### src/rtl/cfg_ldr_pkg.sv
package cfg_ldr_pkg;

    localparam int          PRE_W     = 4;
    localparam logic [3:0]  PRE_CODE  = 4'b0010;
    localparam int          LEN_W     = 24;
    localparam int          CHK_W     = 4;
    localparam logic [3:0]  CHK_CODE  = 4'b0110;
    localparam int          FIN_CLKS  = 4;

    typedef enum logic [2:0] {
        ST_HDR,
        ST_LOAD,
        ST_FIN,
        ST_PASS,
        ST_HALT
    } ldr_state_e;

    typedef enum logic [1:0] {
        FR_IDLE,
        FR_DATA,
        FR_CHK
    } frame_state_e;

    typedef enum logic {
        HD_HUNT,
        HD_LEN
    } hdr_state_e;

    function automatic logic [PRE_W-1:0] push_hist(input logic [PRE_W-1:0] h,
                                                   input logic b);
        return {h[PRE_W-2:0], b};
    endfunction

    function automatic logic chk_ok(input logic [CHK_W-1:0] c);
        return c == CHK_CODE;
    endfunction

endpackage

### src/rtl/cfg_hdr_rx.sv
module cfg_hdr_rx
    import cfg_ldr_pkg::*;
#(
    parameter int LW = LEN_W
) (
    input  logic          clk,
    input  logic          rst,
    input  logic          en,
    input  logic          din,
    output logic          fire,
    output logic [LW-1:0] len_val
);
    localparam int BC_W = $clog2(LW);

    hdr_state_e       st_q;
    logic [PRE_W-1:0] hist_q;
    logic [PRE_W-1:0] hist_nx;
    logic [BC_W-1:0]  bcnt_q;
    logic [LW-1:0]    len_q;
    logic             len_last;

    assign hist_nx  = push_hist(hist_q, din);
    assign len_last = (bcnt_q == BC_W'(LW - 1));
    assign len_val  = {len_q[LW-2:0], din};
    assign fire     = en && (st_q == HD_LEN) && len_last;

    always_ff @(posedge clk) begin
        if (rst || !en) begin
            st_q   <= HD_HUNT;
            hist_q <= '1;
            bcnt_q <= '0;
            len_q  <= '0;
        end else begin
            case (st_q)
                HD_HUNT: begin
                    hist_q <= hist_nx;
                    if (hist_nx == PRE_CODE) begin
                        st_q   <= HD_LEN;
                        bcnt_q <= '0;
                    end
                end
                HD_LEN: begin
                    len_q  <= len_val;
                    bcnt_q <= bcnt_q + 1'b1;
                    if (len_last) begin
                        st_q   <= HD_HUNT;
                        hist_q <= '1;
                    end
                end
                default: st_q <= HD_HUNT;
            endcase
        end
    end
endmodule

### src/rtl/cfg_frame_rx.sv
module cfg_frame_rx
    import cfg_ldr_pkg::*;
#(
    parameter int DW = 64,
    parameter int AW = 8
) (
    input  logic          clk,
    input  logic          rst,
    input  logic          en,
    input  logic          din,
    output logic          wr_en,
    output logic [AW-1:0] wr_addr,
    output logic [DW-1:0] wr_data,
    output logic          bad
);
    localparam int IDX_MAX = (DW > CHK_W) ? DW : CHK_W;
    localparam int IDX_W   = $clog2(IDX_MAX);

    frame_state_e     st_q;
    logic [IDX_W-1:0] idx_q;
    logic [DW-1:0]    data_q;
    logic [CHK_W-2:0] chk_q;
    logic [AW-1:0]    addr_q;
    logic [CHK_W-1:0] chk_full;
    logic             chk_last;
    logic             good;

    assign chk_full = {chk_q, din};
    assign chk_last = en && (st_q == FR_CHK) && (idx_q == IDX_W'(CHK_W - 1));
    assign good     = chk_last && chk_ok(chk_full);
    assign bad      = chk_last && !chk_ok(chk_full);

    always_ff @(posedge clk) begin
        if (rst) begin
            st_q    <= FR_IDLE;
            idx_q   <= '0;
            data_q  <= '0;
            chk_q   <= '0;
            addr_q  <= '0;
            wr_en   <= 1'b0;
            wr_addr <= '0;
            wr_data <= '0;
        end else begin
            wr_en <= 1'b0;
            if (!en) begin
                st_q  <= FR_IDLE;
                idx_q <= '0;
            end else begin
                case (st_q)
                    FR_IDLE: begin
                        if (!din) begin
                            st_q  <= FR_DATA;
                            idx_q <= '0;
                        end
                    end
                    FR_DATA: begin
                        data_q <= {data_q[DW-2:0], din};
                        if (idx_q == IDX_W'(DW - 1)) begin
                            st_q  <= FR_CHK;
                            idx_q <= '0;
                        end else begin
                            idx_q <= idx_q + 1'b1;
                        end
                    end
                    FR_CHK: begin
                        chk_q <= chk_full[CHK_W-2:0];
                        if (chk_last) begin
                            st_q  <= FR_IDLE;
                            idx_q <= '0;
                        end else begin
                            idx_q <= idx_q + 1'b1;
                        end
                        if (good) begin
                            wr_en   <= 1'b1;
                            wr_addr <= addr_q;
                            wr_data <= data_q;
                            addr_q  <= addr_q + 1'b1;
                        end
                    end
                    default: st_q <= FR_IDLE;
                endcase
            end
        end
    end
endmodule

### src/rtl/cfg_len_ctr.sv
module cfg_len_ctr #(
    parameter int LW = 24
) (
    input  logic          clk,
    input  logic          rst,
    input  logic          clr,
    input  logic          en,
    input  logic [LW-1:0] len,
    output logic          hit
);
    logic [LW-1:0] cnt_q;
    logic [LW-1:0] cnt_inc;

    assign cnt_inc = cnt_q + 1'b1;
    assign hit     = en && (cnt_inc == len);

    always_ff @(posedge clk) begin
        if (rst || clr)
            cnt_q <= '0;
        else if (en)
            cnt_q <= cnt_inc;
    end
endmodule

### src/rtl/cfg_stream_loader.sv
module cfg_stream_loader
    import cfg_ldr_pkg::*;
#(
    parameter int FRAME_BITS = 64,
    parameter int ADDR_W     = 8
) (
    input  logic                  clk,
    input  logic                  rst,
    input  logic                  cfg_din,
    output logic                  chain_dout,
    output logic                  mem_we,
    output logic [ADDR_W-1:0]     mem_addr,
    output logic [FRAME_BITS-1:0] mem_data,
    output logic                  err_n,
    output logic                  load_done
);
    localparam int FIN_W = $clog2(FIN_CLKS);

    ldr_state_e       st_q;
    logic [LEN_W-1:0] len_q;
    logic [FIN_W-1:0] fin_q;
    logic             hdr_fire;
    logic [LEN_W-1:0] hdr_len;
    logic             in_hdr;
    logic             in_load;
    logic             len_hit;
    logic             fr_bad;

    assign in_hdr  = (st_q == ST_HDR);
    assign in_load = (st_q == ST_LOAD);

    cfg_hdr_rx #(.LW(LEN_W)) u_hdr (
        .clk     (clk),
        .rst     (rst),
        .en      (in_hdr),
        .din     (cfg_din),
        .fire    (hdr_fire),
        .len_val (hdr_len)
    );

    cfg_len_ctr #(.LW(LEN_W)) u_ctr (
        .clk (clk),
        .rst (rst),
        .clr (hdr_fire),
        .en  (in_load),
        .len (len_q),
        .hit (len_hit)
    );

    cfg_frame_rx #(.DW(FRAME_BITS), .AW(ADDR_W)) u_frm (
        .clk     (clk),
        .rst     (rst),
        .en      (in_load),
        .din     (cfg_din),
        .wr_en   (mem_we),
        .wr_addr (mem_addr),
        .wr_data (mem_data),
        .bad     (fr_bad)
    );

    always_ff @(posedge clk) begin
        if (rst) begin
            st_q       <= ST_HDR;
            len_q      <= '0;
            fin_q      <= '0;
            chain_dout <= 1'b1;
            err_n      <= 1'b1;
            load_done  <= 1'b0;
        end else begin
            load_done <= 1'b0;
            case (st_q)
                ST_HDR: begin
                    chain_dout <= cfg_din;
                    if (hdr_fire) begin
                        len_q <= hdr_len;
                        fin_q <= '0;
                        st_q  <= (hdr_len == '0) ? ST_FIN : ST_LOAD;
                    end
                end
                ST_LOAD: begin
                    chain_dout <= 1'b1;
                    if (fr_bad) begin
                        st_q  <= ST_HALT;
                        err_n <= 1'b0;
                    end else if (len_hit) begin
                        st_q  <= ST_FIN;
                        fin_q <= '0;
                    end
                end
                ST_FIN: begin
                    chain_dout <= 1'b1;
                    fin_q      <= fin_q + 1'b1;
                    if (fin_q == FIN_W'(FIN_CLKS - 1)) begin
                        st_q      <= ST_PASS;
                        load_done <= 1'b1;
                    end
                end
                ST_PASS: chain_dout <= cfg_din;
                default: chain_dout <= 1'b1;
            endcase
        end
    end
endmodule

### config.mk
export PLATFORM = sky130hd
export DESIGN_NAME = cfg_stream_loader
export DESIGN_NICKNAME = d
export VERILOG_FILES = /design/src/rtl/cfg_ldr_pkg.sv /design/src/rtl/cfg_hdr_rx.sv /design/src/rtl/cfg_frame_rx.sv /design/src/rtl/cfg_len_ctr.sv /design/src/rtl/cfg_stream_loader.sv
export SDC_FILE = /design/constraint.sdc
export NUM_CORES = 1
export LEC_CHECK = 0
export ABC_CLOCK_PERIOD_IN_PS = 2600
export CORE_UTILIZATION = 52
export CTS_CLUSTER_DIAMETER = 80
export DETAILED_ROUTE_END_ITERATION = 12
export GPL_ROUTABILITY_DRIVEN = 0
export PLACE_DENSITY = 0.82
export SETUP_SLACK_MARGIN = 0.1
export SYNTH_ARGS = -nofsm -noshare
export SYNTH_HDL_FRONTEND = slang
export SYNTH_SLANG_ARGS = --single-unit
export TNS_END_PERCENT = 10
### constraint.sdc
create_clock -name clk -period 2.6 [get_ports clk]
set_input_delay 0.39 -clock clk [delete_from_list [all_inputs] [get_ports clk]]
set_output_delay 0.39 -clock clk [all_outputs]
set_load 0.02 [all_outputs]
### Yosys cells after proc, flatten, opt, wreduce, memory -nomap -nowiden

Cells that the tools add are included.

* flip-flop bits (word level): 244
* bits of input ports: 3
* output and inout port bits: 76
* word-level logic and storage cells: 108

* add/sub/neg operators: 5
* eq/ne operators: 22
* muxes and demuxes: 27
* bitwise logic cells: 5
* reductions and logical operators: 30

Operator list (number)
* $add A24 B1 Y24 const B: 1
* $eq A24 B24 Y1: 1
* $logic_not A24 Y1: 1
* $mux W6: 3
* $pmux W6 S3: 1
* $mux W3: 5
* $mux W2: 7
* $pmux W2 S3: 2
* $ne A2 B2 Y1 const B: 5
* $pmux W5 S2: 1
* $reduce_and A2 Y1: 5
* $pmux W3 S3: 1
* $add A8 B1 Y8 const B: 1
* $ne A2 B1 Y1 const B: 4
* $reduce_and A4 Y1: 2
* $reduce_or A2 Y1: 4
* $logic_and A1 B1 Y1: 7
* $add A6 B1 Y6 const B: 1
* $eq A3 B2 Y1 const B: 2
* $eq A6 B2 Y1 const B: 1
* $eq A6 B6 Y1 const B: 1
* $pmux W3 S2: 1
* $reduce_and A3 Y1: 2
* $reduce_bool A3 Y1: 2
* other kinds (18): 28

### Logic depth before layout (Yosys ltp)

Gate-level depths: netlist of run 1.

* word-level depth: 6
* gate-level depth with buffers: 11
* gate-level depth less buffers: 9

### By module

Synthesis of run 1 repeated with hierarchy kept, for this count alone.

* cell total of the unflattened synthesis: 1226
* area total of the unflattened synthesis: 10112.2 um^2

By module, submodules not included
* cfg_frame_rx: instances 1, cells an instance 712, area an instance 5675.4 um^2, seq. area each 3123.0 um^2
* cfg_len_ctr: instances 1, cells an instance 231, area an instance 1860.5 um^2, seq. area each 480.5 um^2
* cfg_stream_loader: instances 1, cells an instance 158, area an instance 1331.3 um^2, seq. area each 640.6 um^2
* cfg_hdr_rx: instances 1, cells an instance 125, area an instance 1244.9 um^2, seq. area each 640.6 um^2

### Worst setup path before layout of run 1

No wires, ideal clock.

* path kind: flip-flop to flip-flop
* start: reg u_ctr.cnt_q[0]
* end: reg st_q[1]
* setup time: 58 ps
* data arrival time: 2391 ps
* data required time: 2542 ps
* path slack: 151 ps
* stages on the path, launching flop included: 10
* buffers on the path: 0
* clock period less this slack: 2449 ps
* cell sequence: dfxtp_1 > ha_1 > nand4_2 > or4b_1 > o22ai_1 > o22ai_1 > nor4_2 > o2111ai_1 > a211oi_2 > o21a_1

* word-level cells in the longest chain between the ends: 5

RTL lines
* from (decl): line cfg_len_ctr.sv:11 `logic [LW-1:0] cnt_q;`
* from (signal assigned): line cfg_len_ctr.sv:21 `cnt_q <= cnt_inc;`
* $add A24 B1 Y24: line cfg_len_ctr.sv:14 `assign cnt_inc = cnt_q + 1'b1;`
* $eq A24 B24 Y1: line cfg_len_ctr.sv:15 `assign hit = en && (cnt_inc == len);`
* $logic_and A1 B1 Y1: line cfg_len_ctr.sv:15
* $ne A3 B3 Y1 (no line)
* $reduce_and A4 Y1 (no line)
* to (signal assigned): line cfg_stream_loader.sv:77 `st_q <= (hdr_len == '0) ? ST_FIN : ST_LOAD;`
* to (decl): line cfg_stream_loader.sv:19 `ldr_state_e st_q;`

No other way between the ends.
A chain may end at the register's enable or synchronous reset.

### Worst setup path in the final report of run 1

* start: reg u_ctr.cnt_q[1]
* end: reg st_q[1]

Same word-level chain as after synthesis.

==> metrics.cfg, run 1 <==
[run_status]
status=finished, violations left
violations=DRC

[route]
drc=1
ant_nets=0
first_iter_violations=563
drt-pass1-iter-count=9
routed_wl_mm=21.1
vias_per_cell=5.44
wire_per_inst_um=14.1
vias=8150

[timing]
max-slew-margin-rel_pct=30.0
fin_hold_ws_ps=124
drv_slew=0
finClkSkew_ps=13.2
timing.final.crit_share_pct=92.5
setup_tns_ps=0
period_needed_ps=2410
rsz0062_at_grt=yes
tightestPinTransition_ps=1050
maxClockFrequency_mhz=416
finalWorstSetupSlack_ps=194
setup_viol=0
final_hold_viol_count=0

[placed_design]
port_buffers=78
placed_cell_area_mm2=0.0108
pre_cts_ws_ps=193
hpwl_mm=13.5

[yosys]
syn_avg_cell_area_um2=8.13
yosys_register_bits=244
ys_async_sr_fraction_pct=0
synth_top_area_cell=dfxtp_1
synthTopCellsByArea=dfxtp_1 (50%), nand2_1 (14%), a21oi_1 (8.9%)
syn_nets=1210
netlist_instances=1196
ys.flop_type=dfxtp_1
syn_area_mm2=0.00972
netlist.area_leader.share_pct=50.2
synthDistinctLibCells=47
ys_warn_count=0
synth-seq-area-share_pct=50.2
synth_edf_count=0

[cells_and_area]
nFillCells=1428
layout_commonest_cell=nand2_1
fin_nets=1265
diodes=0
syn_to_final_growth_pct=19.3
layout-drive-gt1-share_pct=6.77
final_cell_mix=nand2_1 (355), dfxtp_1 (241), a21oi_1 (173), nor2_1 (84), clkdlybuf4s50_1 (77)
final_cell_area_mm2=0.0116

[clocking]
cts_sinks=244
cts.clk_slew.worst_paths_ps=60
cts_resized=0
cts.path.max_buffers=3
ctsHoldBuffers=0
clock_latency_ps=520
cts_tree=yes
cts-buffers-inserted=25
h-tree-depth=1
cts_root_buf=clkbuf_16
cts_post_setup_buffers_inserted=0

[hold_path]
whs_path_depth=2
hold_path_class=in -> reg

[floorplan]
rows=49
io_pins=79
die_w_um=139
die_height_um=139
initial_utilization_pct=53.6
core_area_mm2=0.0181
dieArea_mm2=0.0192

[power_and_ir_drop]
power_mw=7.32
powerDensity_mw_per_mm2=631
ir_drop_mv=0.480
p_leak_nw=3.89

[critical_path]
arrival_ps=2870
cp_max_fo=5
reg2reg_depth=9
crit_path_start_kind=flip-flop
endpoint_kind=flip-flop
required_ps=3060
path_class=reg -> reg

[global_route]
grt-ovfl-total=0
grt_pass1_wl_mm=35.7
grt_pass1_vias=7452
grt_max_degree=107
antenna_found_initial=0
grt_usage_pct=21.8

[job]
cap_violations=0

[state kept, by name, summed over array words and instances (netlist names), 2 cells and up]
register,flops
u_frm.wr_addr,8
u_frm.st_q,2
u_ctr.cnt_q,24
u_frm.data_q,64
u_frm.wr_data,64
len_q,24
u_frm.chk_q,3
u_frm.idx_q,6
u_hdr.hist_q,3
fin_q,2
u_frm.addr_q,8
st_q,3
u_hdr.bcnt_q,5
u_hdr.len_q,23
[critical path: stages (launching register included)]
cell	delay, ps
dfxtp_1	390
ha_1	200
nand4_2	110
or4b_1	510
o22ai_1	130
o22ai_1	120
nor4_2	320
o2111ai_2	200
a211oi_2	250
o21a_1	120
[cell type report]
| type | count | area [µm²] | share of cell area, % |
|---|---|---|---|
| Multi-Input combinational cell | 866 | 4540 | 39.1 |
| Inverter | 5 | 18.8 | 0.162 |
| Clock inverter | 6 | 63.8 | 0.550 |
| Clock buffer | 40 | 752 | 6.48 |
| Sequential cell | 244 | 4890 | 42.1 |
| Tap cell | 229 | 287 | 2.47 |
| Timing Repair Buffer | 109 | 1050 | 9.07 |
[Yosys cell counts (2+ instances only)]
cell type	instances
a211oi_1	3
a21oi_1	173
a22oi_1	3
a31oi_1	9
a41oi_1	2
and2_1	3
and3_1	8
and4_1	10
buf_1	4
buf_2	12
buf_4	2
clkbuf_1	63
dfxtp_1	244
ha_1	11
inv_1	5
mux2i_1	28
nand2_1	356
nand2b_1	6
nand3_1	20
nand4_1	14
nor2_1	85
nor3_1	16
nor3b_1	2
nor4_1	13
o21ai_0	6
o22ai_1	6
or4_1	4
xnor2_1	33
xor2_1	37
[cells by family after synthesis]
logic type / after synthesis / share of synthesized area (%)
simple gates: 548 / 24.1
flops: 244 / 50.2
compound gates: 209 / 11.5
buf+inv: 86 / 3.55
xor+xnor: 70 / 6.31
mux: 28 / 2.88
fa+ha+maj: 11 / 1.42
[path summary, 6_finish.rpt]
check / to / from / slack (ps)
max: st_q[1]$_SDFFE_PP0P_ / u_ctr.cnt_q[1]$_SDFFE_PP0N_ / 190
min: u_frm.data_q[0]$_SDFFE_PP0P_ / rst / 120
max reg2reg: st_q[1]$_SDFFE_PP0P_ / u_ctr.cnt_q[1]$_SDFFE_PP0N_ / 190
min reg2reg: u_frm.wr_data[14]$_SDFFE_PP0P_ / u_frm.wr_data[14]$_SDFFE_PP0P_ / 450
[per-stage QoR]
| step | utilization [%] | cells |
|---|---|---|
| 6_report | 63.9 | 1499 |
| 5_1_grt | 63.9 | 1499 |
| 4_1_cts | 63.8 | 1499 |
| 3_5_place_dp | 59.3 | 1453 |
| 3_3_place_gp | 59.3 | 1453 |
| 2_1_floorplan | - | 1196 |
[report_power, final]
part,switching (mW),internal (mW)
combinational,0.0711,0.0187
clock,1.41,2.08
sequential,0.00198,3.74
total,1.48,5.84
[per-layer routing]
layer,vias up,wire length (µm),global-route usage [%],share of wire (%)
met5,-,0,0,0
li1,4093,-,-,-
met2,196,9950,36.1,47
met1,3830,9670,29.4,46
met3,31,1050,3.66,5.0
met4,0,439,6.26,2.1
(Power assumes the default switching activity.)
==> inputs of run 2 (changes only) <==
CAP_MARGIN = 20   (was unset)
CORE_MARGIN = 4   (was unset)
CORE_UTILIZATION = 57   (was 52)
DONT_BUFFER_PORTS = 1   (was unset)
==> run 2 against run 1 <==
Compared with the run above: the flow now finishes without violations; via count increased by 1.4%; hold slack lost 110 ps; sequential share of layout area up 1.0 points; sequential power is essentially flat; utilization increased by 4.1 points; global-route usage rose by 0.49 points; worst setup slack improved by 43 ps; routed wire length up 6.5%; sequential cell count is the same; power decreased by 0.13%; critical path depth is the same; clock skew up 12 ps; critical path type unchanged; critical endpoint unchanged.
==> metrics.cfg, run 2 (synthesis results as in run 1) <==
[run_status]
status=finished, final reports clean

[cells_and_area]
layout_commonest_cell=nand2_1
fin_cells=1458  ; -2.7%
final_cell_mix=nand2_1 (355), dfxtp_1 (241), a21oi_1 (173), nor2_1 (84), dlygate4sd3_1 (47)
regArea_mm2=0.00489  ; unchanged
final_util_pct=68.1  ; +4.1 points
final_cell_area_mm2=0.0113  ; -2.4%
syn_to_final_growth_pct=16.5
nFillCells=1244  ; -13%
reg_top3=u_frm.data_q x64, u_frm.wr_data x64
multiInputGateArea_mm2=0.00456  ; +0.39%
diodes=0  ; unchanged
fin_nets=1237  ; -2.2%
layout-drive-gt1-share_pct=7.35  ; +0.58 points

[hold_path]
hold_path_class=in -> reg
hp-start=cfg_din
whs_path_depth=2  ; unchanged

[power_and_ir_drop]
ir_drop_mv=0.639  ; +33%
p_leak_nw=4.00  ; +2.8%
powerDensity_mw_per_mm2=645  ; +2.3%

[global_route]
antenna_found_initial=0  ; unchanged
grt_usage_pct=22.3  ; +0.49 points
grt_pass1_vias=7705  ; +3.4%
grt_pass1_wl_mm=37.0  ; +3.8%
grt_max_degree=120  ; +12%
grt-ovfl-total=0  ; unchanged

[placed_design]
hpwl_mm=13.2  ; -1.9%
placed_cell_area_mm2=0.00999  ; -7.2%
port_buffers=0  ; -100%
pre_cts_ws_ps=95.6  ; -97.8 ps
dpl.cell_count=1369  ; -5.8%

[critical_path]
crit_path_start_kind=flip-flop
r2r_start=u_ctr.cnt_q[1]$_SDFFE_PP0N_
crit_slowest_cell=or4b_1
arrival_ps=2820  ; -50 ps
crit_chain=ha_1, nand4_2, or4b_1, o22ai_1, o22ai_1, nor4_2, o2111ai_2, a211oi_2, o21a_1
reg2reg_depth=9  ; unchanged
endpoint_kind=flip-flop
required_ps=3060  ; about the same
cp_max_fo=5  ; unchanged
cp_slowest_stage_delay_ps=520  ; about the same
path_class=reg -> reg
crit_path_start=u_ctr.cnt_q[1]$_SDFFE_PP0N_
crit_top_cell=o22ai_1

[clocking]
cts_post_setup_buffers_inserted=0  ; unchanged
cts_sinks=244  ; unchanged
cts.clk_slew.worst_paths_ps=60  ; about the same
cts_tree=yes
clock_latency_ps=530  ; about the same
cts-buffers-inserted=24  ; -4.0%
h-tree-depth=1  ; unchanged
cts_root_buf=clkbuf_16
cts.path.max_buffers=3  ; unchanged

[timing]
tightestPinTransition_ps=936  ; -114 ps
finalWorstSetupSlack_ps=237  ; +43.1 ps
period_needed_ps=2360  ; -43.1 ps
rsz0062_at_grt=yes
max-slew-margin-rel_pct=37.6  ; +7.6 points
setup_tns_ps=0  ; unchanged
maxClockFrequency_mhz=423  ; +1.8%
finClkSkew_ps=25.2  ; +12.0 ps
drv_slew=0  ; unchanged
setup_viol=0  ; unchanged
timing.final.crit_share_pct=90.9  ; -1.7 points
final_hold_viol_count=0  ; unchanged

[route]
first_iter_violations=768  ; +36%
routed_wl_mm=22.5  ; +6.5%
vias_per_cell=5.67  ; +4.3%
vias=8265  ; +1.4%
wire_per_inst_um=15.4  ; +9.4%
drc=0  ; -1
ant_nets=0  ; unchanged
drt-pass1-iter-count=5  ; -4

[floorplan]
dieArea_mm2=0.0192  ; -0.19%
die_w_um=139  ; about the same
initial_utilization_pct=58.4  ; +4.8 points
core_area_mm2=0.0166  ; -8.3%
io_pins=79  ; unchanged
die_height_um=139  ; about the same
rows=47  ; -4.1%

[job]
cap_violations=0  ; unchanged

run 2: worst paths after layout:
kind                                          to  slack (ps)
setup / recovery            st_q[1]$_SDFFE_PP0P_         240
hold / removal             len_q[0]$_SDFFE_PP0P_          20
setup reg to reg            st_q[1]$_SDFFE_PP0P_         240
hold reg to reg   u_frm.wr_data[54]$_SDFFE_PP0P_         460
run 2: critical path, delay by kind of cell, from the launching register on:
kind,cells,cell delay [ps]
AO/OA/AOI/OAI,5,830
adder cells (fa/ha/maj),1,180
flip-flops,1,360
AND/OR/NAND/NOR,3,940
run 2: metrics by stage:
step / power [mW] / hold WS [ps]
final: 7.31 / 18.6
after global placement: 3.86 / 444
after global routing: 7.55 / 20.3
after CTS: 7.36 / 7.91
after floorplan: 3.89 / 432
after detailed placement: 3.86 / 444
run 2: layer usage:
| metal | global-route usage (%) | part of all wire, % | wire length [µm] |
|---|---|---|---|
| met5 | 0 | 0 | 0 |
| met4 | 7.23 | 2.5 | 560 |
| met3 | 5.10 | 7.4 | 1670 |
| met2 | 36.8 | 47 | 10600 |
| met1 | 29.2 | 43 | 9600 |
run 2: final cells by class:
cell class | instances | share of cell area (%)
Clock inverter | 11 | 1.27
Sequential cell | 244 | 43.1
Tap cell | 220 | 2.43
Clock buffer | 30 | 5.76
Timing Repair Buffer | 82 | 6.98
Multi-Input combinational cell | 866 | 40.2
Inverter | 5 | 0.166
run 2: what timing repair did:
item	in CTS	in global routing
cloned	0	0
setup endpoints to repair	1	54
pin swaps	0	1
gates resized for setup	1	9
hold endpoints to repair	165	0
hold buffers	48	0
run 2: report_power, final:
group / switching [mW] / internal, mW
combinational: 0.0560 / 0.0170
sequential: 0.00297 / 3.74
clock: 1.42 / 2.07
